`config.mk`:
```
export PLATFORM = sky130hd
export DESIGN_NAME = twostage_watchdog
export DESIGN_NICKNAME = d
export VERILOG_FILES = /design/src/rtl/wdt2_pkg.sv /design/src/rtl/wdt2_regs.sv /design/src/rtl/wdt2_core.sv /design/src/rtl/twostage_watchdog.sv
export SDC_FILE = /design/constraint.sdc
export NUM_CORES = 1
export LEC_CHECK = 0
export BUFFER_PORTS_ARGS = -buffer_cell sky130_fd_sc_hd__buf_2
export CORE_MARGIN = 2
export CORE_UTILIZATION = 25
export CTS_CLUSTER_DIAMETER = 200
export CTS_CLUSTER_SIZE = 16
export DETAILED_ROUTE_END_ITERATION = 8
export PLACE_DENSITY_LB_ADDON = 0.15
export SYNTH_ARGS = -nofsm -noshare
export SYNTH_HDL_FRONTEND = slang
export SYNTH_SLANG_ARGS = --single-unit
```
`constraint.sdc`:
```
create_clock -name clk_i -period 6.75 [get_ports clk_i]
set_clock_uncertainty 0.2 [all_clocks]
set_input_delay 1.0125 -clock clk_i [delete_from_list [all_inputs] [get_ports clk_i]]
set_output_delay 1.0125 -clock clk_i [all_outputs]
set_load 0.02 [all_outputs]
```
`src/rtl/wdt2_pkg.sv`:
```
package wdt2_pkg;
    localparam int unsigned WD_ADDR_W = 2;
    localparam int unsigned WD_CTRL_W = 3;

    localparam logic [WD_ADDR_W-1:0] A_LOAD  = 2'd0;
    localparam logic [WD_ADDR_W-1:0] A_CTRL  = 2'd1;
    localparam logic [WD_ADDR_W-1:0] A_CLEAR = 2'd2;
    localparam logic [WD_ADDR_W-1:0] A_LOCK  = 2'd3;

    localparam int unsigned C_EN   = 0;
    localparam int unsigned C_RSTE = 1;
    localparam int unsigned C_NMI  = 2;

    typedef enum logic [1:0] {
        ST_IDLE,
        ST_ARMED,
        ST_WARNED,
        ST_FIRE
    } wd_state_t;
endpackage

```
`src/rtl/wdt2_regs.sv`:
```
module wdt2_regs
    import wdt2_pkg::*;
#(
    parameter int unsigned        DATA_W   = 32,
    parameter logic [DATA_W-1:0]  KEY      = 32'h1ACCE551,
    parameter logic [DATA_W-1:0]  LOAD_RST = '1
) (
    input  logic                 clk_i,
    input  logic                 rst_ni,
    input  logic                 wr_en_i,
    input  logic [WD_ADDR_W-1:0] wr_addr_i,
    input  logic [DATA_W-1:0]    wr_data_i,
    input  logic [WD_ADDR_W-1:0] rd_addr_i,
    output logic [DATA_W-1:0]    rd_data_o,
    input  logic                 wipe_i,
    input  logic                 pending_i,
    output logic                 en_o,
    output logic                 rst_en_o,
    output logic                 nmi_sel_o,
    output logic [DATA_W-1:0]    load_o,
    output logic                 load_wr_o,
    output logic                 clr_o
);
    logic [WD_CTRL_W-1:0] ctrl_q;
    logic [DATA_W-1:0]    load_q;
    logic                 locked_q;
    logic                 open_w;
    logic                 ctrl_wr;

    assign open_w    = !locked_q;
    assign load_wr_o = wr_en_i && (wr_addr_i == A_LOAD)  && open_w;
    assign ctrl_wr   = wr_en_i && (wr_addr_i == A_CTRL)  && open_w;
    assign clr_o     = wr_en_i && (wr_addr_i == A_CLEAR) && open_w;

    always_ff @(posedge clk_i or negedge rst_ni) begin
        if (!rst_ni) begin
            ctrl_q   <= '0;
            load_q   <= LOAD_RST;
            locked_q <= 1'b0;
        end else if (wipe_i) begin
            ctrl_q   <= '0;
            locked_q <= 1'b0;
        end else begin
            if (load_wr_o) load_q <= wr_data_i;
            if (ctrl_wr)   ctrl_q <= wr_data_i[WD_CTRL_W-1:0];
            if (wr_en_i && (wr_addr_i == A_LOCK))
                locked_q <= (wr_data_i != KEY);
        end
    end

    always_comb begin
        rd_data_o = '0;
        unique case (rd_addr_i)
            A_LOAD:  rd_data_o = load_q;
            A_CTRL:  rd_data_o[WD_CTRL_W-1:0] = ctrl_q;
            A_CLEAR: rd_data_o[0] = pending_i;
            A_LOCK:  rd_data_o[0] = locked_q;
        endcase
    end

    assign en_o      = ctrl_q[C_EN];
    assign rst_en_o  = ctrl_q[C_RSTE];
    assign nmi_sel_o = ctrl_q[C_NMI];
    assign load_o    = load_q;

    // the wipe request from the state machine clears control and lock
    a_r11_wipe_clears: assert property (@(posedge clk_i) disable iff (!rst_ni)
        wipe_i |=> (ctrl_q == '0 && !locked_q));

    // while locked, configuration does not move
    a_r7_locked_frozen: assert property (@(posedge clk_i) disable iff (!rst_ni)
        (locked_q && !wipe_i) |=> ($stable(ctrl_q) && $stable(load_q)));
endmodule

```
`src/rtl/wdt2_core.sv`:
```
module wdt2_core
    import wdt2_pkg::*;
#(
    parameter int unsigned CNT_W = 32
) (
    input  logic             clk_i,
    input  logic             rst_ni,
    input  logic             en_i,
    input  logic             rst_en_i,
    input  logic [CNT_W-1:0] load_val_i,
    input  logic             load_wr_i,
    input  logic [CNT_W-1:0] load_data_i,
    input  logic             clr_i,
    output logic             pending_o,
    output logic             fire_o
);
    wd_state_t        state_q, state_d;
    logic [CNT_W-1:0] cnt_q;
    logic             expire;

    assign expire = (cnt_q == '0) && !load_wr_i;

    always_comb begin
        state_d = state_q;
        unique case (state_q)
            ST_IDLE:   if (en_i) state_d = ST_ARMED;
            ST_ARMED:  if (!en_i) state_d = ST_IDLE;
                       else if (expire) state_d = ST_WARNED;
            ST_WARNED: if (!en_i) state_d = ST_IDLE;
                       else if (clr_i) state_d = ST_ARMED;
                       else if (expire && rst_en_i) state_d = ST_FIRE;
            ST_FIRE:   state_d = ST_IDLE;
        endcase
    end

    always_ff @(posedge clk_i or negedge rst_ni) begin
        if (!rst_ni) state_q <= ST_IDLE;
        else         state_q <= state_d;
    end

    always_ff @(posedge clk_i or negedge rst_ni) begin
        if (!rst_ni) begin
            cnt_q <= '0;
        end else begin
            unique case (state_q)
                ST_IDLE, ST_FIRE: cnt_q <= load_val_i;
                ST_ARMED, ST_WARNED: begin
                    if (load_wr_i)
                        cnt_q <= load_data_i;
                    else if (clr_i && state_q == ST_WARNED)
                        cnt_q <= load_val_i;
                    else if (cnt_q == '0)
                        cnt_q <= load_val_i;
                    else
                        cnt_q <= cnt_q - 1'b1;
                end
            endcase
        end
    end

    always_comb begin
        pending_o = (state_q == ST_WARNED);
        fire_o    = (state_q == ST_FIRE);
    end

    // a reset request is only ever reached from the pending state
    a_r3_fire_from_warned: assert property (@(posedge clk_i) disable iff (!rst_ni)
        fire_o |-> $past(pending_o));

    // the request is one cycle wide
    a_r11_fire_single: assert property (@(posedge clk_i) disable iff (!rst_ni)
        fire_o |=> !fire_o);

    // no escalation while reset enable is off
    a_r4_no_fire_unarmed: assert property (@(posedge clk_i) disable iff (!rst_ni)
        (pending_o && !rst_en_i) |=> !fire_o);

    // a load write leaves a pending interrupt in place
    a_r6_load_keeps_pending: assert property (@(posedge clk_i) disable iff (!rst_ni)
        (pending_o && load_wr_i && en_i && !clr_i) |=> pending_o);

    // a clear drops the pending interrupt
    a_r5_clear_drops: assert property (@(posedge clk_i) disable iff (!rst_ni)
        (pending_o && clr_i) |=> !pending_o);

    // first expiry raises the interrupt and reloads the counter
    a_r2_first_expiry: assert property (@(posedge clk_i) disable iff (!rst_ni)
        (state_q == ST_ARMED && en_i && expire) |=> (pending_o && cnt_q == $past(load_val_i)));
endmodule

```
`src/rtl/twostage_watchdog.sv`:
```
module twostage_watchdog
    import wdt2_pkg::*;
#(
    parameter int unsigned       CNT_W = 32,
    parameter logic [CNT_W-1:0]  KEY   = 32'h1ACCE551
) (
    input  logic                 clk_i,
    input  logic                 rst_ni,
    input  logic                 wr_en_i,
    input  logic [WD_ADDR_W-1:0] wr_addr_i,
    input  logic [CNT_W-1:0]     wr_data_i,
    input  logic [WD_ADDR_W-1:0] rd_addr_i,
    output logic [CNT_W-1:0]     rd_data_o,
    input  logic                 dbg_hold_i,
    output logic                 irq_o,
    output logic                 nmi_o,
    output logic                 sys_rst_o
);
    logic             en, rst_en, nmi_sel, load_wr, clr, pending, fire;
    logic [CNT_W-1:0] load_val;

    wdt2_regs #(.DATA_W(CNT_W), .KEY(KEY), .LOAD_RST('1)) regs_i (
        .clk_i     (clk_i),
        .rst_ni    (rst_ni),
        .wr_en_i   (wr_en_i),
        .wr_addr_i (wr_addr_i),
        .wr_data_i (wr_data_i),
        .rd_addr_i (rd_addr_i),
        .rd_data_o (rd_data_o),
        .wipe_i    (fire),
        .pending_i (pending),
        .en_o      (en),
        .rst_en_o  (rst_en),
        .nmi_sel_o (nmi_sel),
        .load_o    (load_val),
        .load_wr_o (load_wr),
        .clr_o     (clr)
    );

    wdt2_core #(.CNT_W(CNT_W)) core_i (
        .clk_i       (clk_i),
        .rst_ni      (rst_ni),
        .en_i        (en),
        .rst_en_i    (rst_en),
        .load_val_i  (load_val),
        .load_wr_i   (load_wr),
        .load_data_i (wr_data_i),
        .clr_i       (clr),
        .pending_o   (pending),
        .fire_o      (fire)
    );

    always_comb begin
        irq_o     = pending && !nmi_sel;
        nmi_o     = pending &&  nmi_sel;
        sys_rst_o = fire && !dbg_hold_i;
    end

    // the two interrupt routes never assert together
    a_r8_one_route: assert property (@(posedge clk_i) disable iff (!rst_ni)
        $onehot0({irq_o, nmi_o}));
endmodule

```
# Word level (Yosys, flattened, before mapping)
# Cells that the tools add are included.
[totals]
regBits = 70
in_bits = 40
out_inout_bits = 35
[op_classes]
addsub = 1
n_eq_ne = 13
n_mux = 18
n_bitwise = 1
reduce_logical = 27
[op_table]
columns = ["operator", "n"]
rows = [
  ["$mux 32", 3],
  ["$pmux 32 s2", 1],
  ["$logic_not 32->1", 1],
  ["$ne 32x29->1 const B", 1],
  ["$sub 32x1->32 const B", 1],
  ["$mux 29", 1],
  ["$logic_and 1x1->1", 13],
  ["$eq 2x2->1 const B", 6],
  ["$mux 2", 6],
  ["$pmux 2 s4", 1],
  ["$eq 2x1->1 const B", 3],
  ["$logic_not 2->1", 3],
  ["$mux 3", 2],
  ["$logic_not 1->1", 4],
  ["$ne 4x2->1 const B", 1],
  ["$pmux 1 s4", 1],
  ["$pmux 2 s2", 1],
  ["$reduce_bool 2->1", 2],
  ["$reduce_or 2->1", 2],
  ["$ne 3x2->1 const B", 1],
  ["$reduce_and 3->1", 1],
  ["$mux 1", 2],
  ["$ne 2x2->1 const B", 1],
  ["$reduce_and 2->1", 1],
  ["$not 1->1", 1],
]

# Logic depth before layout (Yosys ltp)
[depth]
ltp_word = 10
depth_mapped = 8

# Cells and area by module
# A second synthesis with hierarchy kept.
[hier_totals]
hier_cells = 399
area_unflattened_um2 = 4404.2
[by_module_without_submodules]
columns = ["mod", "instances", "cells_per_inst", "area_per_inst_um2", "seq_area_each_um2"]
rows = [
  ["wdt2_core", 1, 262, 2432.3, 850.8],
  ["wdt2_regs", 1, 134, 1949.4, 940.9],
  ["twostage_watchdog", 1, 3, 22.5, 0.0],
]

# Least setup slack after synthesis
# OpenSTA, ideal clock, no wires.
[synth_path]
kind = "input to output"
start = "input rd_addr_i[0]"
end = "output rd_data_o[10]"
t_arrival_ns = 1.917
t_required_ns = 5.537
slack_ns = 3.620
cell_stages = 3
path_buffers = 2
cell_sequence = "clkbuf_1 > buf_1 > nor3_1"
[synth_via]
elab_chain_cells = 2
[synth_rtl]
columns = ["element", "line", "rtl"]
rows = [
  ["from (decl)", "twostage_watchdog.sv:12", "input logic [WD_ADDR_W-1:0] rd_addr_i,"],
  ["$logic_not 2->1", "wdt2_regs.sv:53", "unique case (rd_addr_i)"],
  ["$mux 29", "wdt2_regs.sv:53", ""],
  ["to (decl)", "twostage_watchdog.sv:13", "output logic [CNT_W-1:0] rd_data_o,"],
]
# Every way passes these cells.

# Worst setup path in the final report
[layout_path]
start = "input wr_addr_i[0]"
end = "register core_i.cnt_q[4]"
[layout_via]
elab_chain_cells = 7
[layout_rtl]
columns = ["element", "line", "rtl"]
rows = [
  ["from (decl)", "twostage_watchdog.sv:10", "input logic [WD_ADDR_W-1:0] wr_addr_i,"],
  ["$eq 2x2->1", "wdt2_regs.sv:33", "assign clr_o = wr_en_i && (wr_addr_i == A_CLEAR) && open_w;"],
  ["$logic_and 1x1->1 (2 in series)", "wdt2_regs.sv:33", ""],
  ["$logic_and 1x1->1", "wdt2_core.sv:50", "else if (clr_i && state_q == ST_WARNED)"],
  ["$mux 32", "wdt2_core.sv:50", ""],
  ["$mux 32 (*)", "wdt2_core.sv:48", "if (load_wr_i)"],
  ["$pmux 32 s2 (*)", "wdt2_core.sv:45", "unique case (state_q)"],
  ["to (signal assigned)", "wdt2_core.sv:46", "ST_IDLE, ST_FIRE: cnt_q <= load_val_i;"],
  ["to (signal assigned)", "wdt2_core.sv:49", "cnt_q <= load_data_i;"],
  ["to (signal assigned)", "wdt2_core.sv:51", "cnt_q <= load_val_i;"],
  ["to (decl)", "wdt2_core.sv:18", "logic [CNT_W-1:0] cnt_q;"],
]
# Every way passes the cells marked *; elsewhere a longest branch is shown, timed or not.
# A chain may end at the register's enable or synchronous reset.

==> summary.md <==
| Metric | Value |
|---|---|
| Status | `complete, no violations` |
| Post-synth ARST share | `100%` |
| Initial antenna violation count | `0` |
| CTS Buf Count | `9` |
| Pins over their slew limit | `0` |
| Arr. time, crit path | `roughly 3700 ps` |
| Final setup fails | `0` |
| Critical Path Source Type | `input port` |
| Skew-Pair Late Insertion Delay | `between 300 and 400 ps` |
| Min-Delay Endpoint | `core_i.cnt_q[0]$_DFF_PN0_` |
| Routed vias | `~3600` |
| Sequential-to-total area share from yosys stat | `42.9%` |
| Dpl cells | `715` |
| Most frequent cell after synthesis | `nor2_1` |
| Reg2Reg Depth | `6` |
| Fillers | `1775` |
| MaxCap Viol Count | `0` |
| Total global routing overflow | `0` |
| Hold path depth | `1` |
| Largest net degree at the start of global routing | `71` |
| Worst Path Required | `6780 ps` |
| Slew @ Worst Pin | `976 ps` |
| # hold bufs at CTS | `0` |
| Vias per cell | `4.91` |
| Final Hold Fails | `0` |
| Resized Gates After CTS | `0` |
| CTS root buf | `clkbuf_16` |
| Synthesis-to-finish area growth | `20.8%` |
| DP HPWL | `between 9000 and 10000 microns` |
| Routed WL | `13000 microns` |
| Crit path max fanout | `23` |
| Synth Net Count | `485` |
| Residual DRC | `0` |
| Post-synth EDFFs | `0` |
| H-tree depth | `3` |
| RR Endpoint | `core_i.cnt_q[4]$_DFF_PN0_` |
| Routability cong. | `0.785` |
| Starting Density | `25.4%` |
| Vert. Die Dim | `between 100 and 150 microns` |
| Worst-path clk slew | `60 ps` |
| Vias in the first global route | `3703` |
| PwrDens | `356 nW/um^2` |
| Post-Syn Area per Cell | `9.54 sq um` |
| Ports | `75` |
| Synth top area cells | `dfrtp_1, dfstp_2, nor3_1, a221oi_2, nor2_1` |
| Yosys top cell area share | `a little under a quarter` |
| Port Buffer Count | `between 70 and 80` |
| Final worst setup slack | `3050 ps` |
| Wire per inst | `17.8 microns` |
| Nets | `553` |
| N_diodes | `0` |
| Crit Path Class | `input port to register` |
| Reg2reg setup slack | `between 3000 and 4000 ps` |
| Post-place setup slack | `2680 ps` |
| Finished Layout Cells | `731` |
| Post-CTS Setup Bufs | `0` |
| Setup_tns | `0 ps` |
| Slew HR | `between 30% and 40%` |
| Die area | `17800 sq um` |
| Synth unique cells | `slightly above 60` |
| Post-synthesis instance area | `between 4000 and 5000 sq um` |
| FP Rows | `47` |
| Register area | `1790 sq um` |
| Layout cells sized above 1 | `30.9%` |
| Syn Inst Count | `between 400 and 500` |
| CTS sink cnt | `70` |
| Reg2reg start | `regs_i.locked_q$_DFFE_PN0P_` |
| Min-delay src | `core_i.cnt_q[0]$_DFF_PN0_` |
| Synth cell count leaders | `nor2_1, dfrtp_1, nand2_1` |
| Clock Path Buffers | `2` |
| Max Clock Freq | `~0.27 GHz` |
| Post-synth top area cell | `dfrtp_1` |
| FF+latch count, synth | `70` |
| Period Utilization, post-route | `54.8%` |
| Top_reg_cell synth | `dfrtp_1` |
| Fin crit period | `3700 ps` |
| Chip Width | `133 microns` |
| Leak | `2.02 nW` |
| CP startpoint | `wr_addr_i[0]` |
| Final ANT Viol Nets | `0` |
| Area occupied by multi-input gates | `2180 sq um` |
| Maximum VDD drop | `0.137 mV` |
| YS warnings | `0` |
| 1st-iter DRT viols | `205` |
| RSZ-0062 raised after global routing | `no` |
| CTS tree | `built` |
| Overall global routing resource usage | `15.4%` |
| First-pass GRT wire length | `21100 microns` |
| Core area | `~16000 sq um` |
| Worst Hold Class | `register to register` |
| CP endpoint kind | `register` |
| 1st-pass router iterations | `4` |
==> report_power, final <==
part           internal [W]  leakage, nW  switching [W]  total (W)
registers          0.000609        0.779       0.000133   0.000743
logic              0.000269         1.10       0.000338   0.000607
clock network      0.000269        0.134       0.000180   0.000449
==> flip-flops by register name, summed over array words and instances, names as in the netlist <==
register / flops
core_i.cnt_q: 32
regs_i.load_o: 32
regs_i.ctrl_q: 3
core_i.state_q: 2
regs_i.locked_q: 1
==> worst max-delay path, cell delays in order <==
cell and delay [ps]:
buf_2 130, nor4b_1 680, nand2_1 710, nand2_1 550, nor2_1 90, buf_4 240, a221oi_1 300
==> cell type report <==
class	count	share of cell area, %
multi-input cells	315	43.2
well taps	220	5.45
clock inverters	1	0.0992
flip-flops and latches	70	35.5
inverters	31	2.31
clock buffers	15	5.31
repair buffers	79	8.08
==> cell families after synthesis <==
logic type	share of synthesized area, %
AOI/OAI and AO/OA	16.0
xor gates and xnor gates	4.40
adders and majority gates	2.10
buffers and inverters	5.03
DFF	42.9
muxes	4.88
and+or+nand+nor	24.7
==> worst max path at each step <==
stage | endpoint | slack [ps]
finish | core_i.cnt_q[4]$_DFF_PN0_ | 3050
global placement | core_i.cnt_q[0]$_DFF_PN0_ | 2780
floorplan | rd_data_o[10] | 3620
global route | core_i.cnt_q[3]$_DFF_PN0_ | 2710
detailed placement | core_i.cnt_q[4]$_DFF_PN0_ | 2680
CTS | rd_data_o[6] | 2970
==> routing by layer <==
layer	GRT usage, %	part of all wire (%)
met1	21.8	48
met2	23.9	46
met3	3.69	4.6
met4	3.72	0.95
met5	0	0
==> cell usage in the layout (no fill, tap or decap), drive strengths merged, types with 3 or more instances in the layout <==
cell    count
dfrtp      38
dfstp      32
nor2       40
a211oi      8
a221o       4
xnor2      17
nor4bb      7
xor2        4
ha          7
or3         7
mux2i       8
or4         9
o31a        3
or2         5
o31ai       3
and2       13
a221oi     16
nor3       34
o21ai      26
a21oi       4
mux2        9
nand4       5
o221ai      6
buf        79
nand2      35
nor4       15
inv        31
nor4b       5
clkbuf     15
==> per-stage QoR <==
| step | power, W | utilization (%) | area [sq um] | hold slack (ps) |
|---|---|---|---|---|
| 2_1_floorplan | 0.00117 | - | 4180 | 275 |
| 3_3_place_gp | 0.00134 | 29.0 | 4770 | 315 |
| 3_5_place_dp | 0.00136 | 29.0 | 4770 | 321 |
| 4_1_cts | 0.00182 | 30.6 | 5050 | 328 |
| 5_1_grt | 0.00193 | 30.6 | 5050 | 360 |
| 6_report | 0.00180 | 30.6 | 5050 | 324 |
Note: power is estimated with default switching activity, not from simulation.
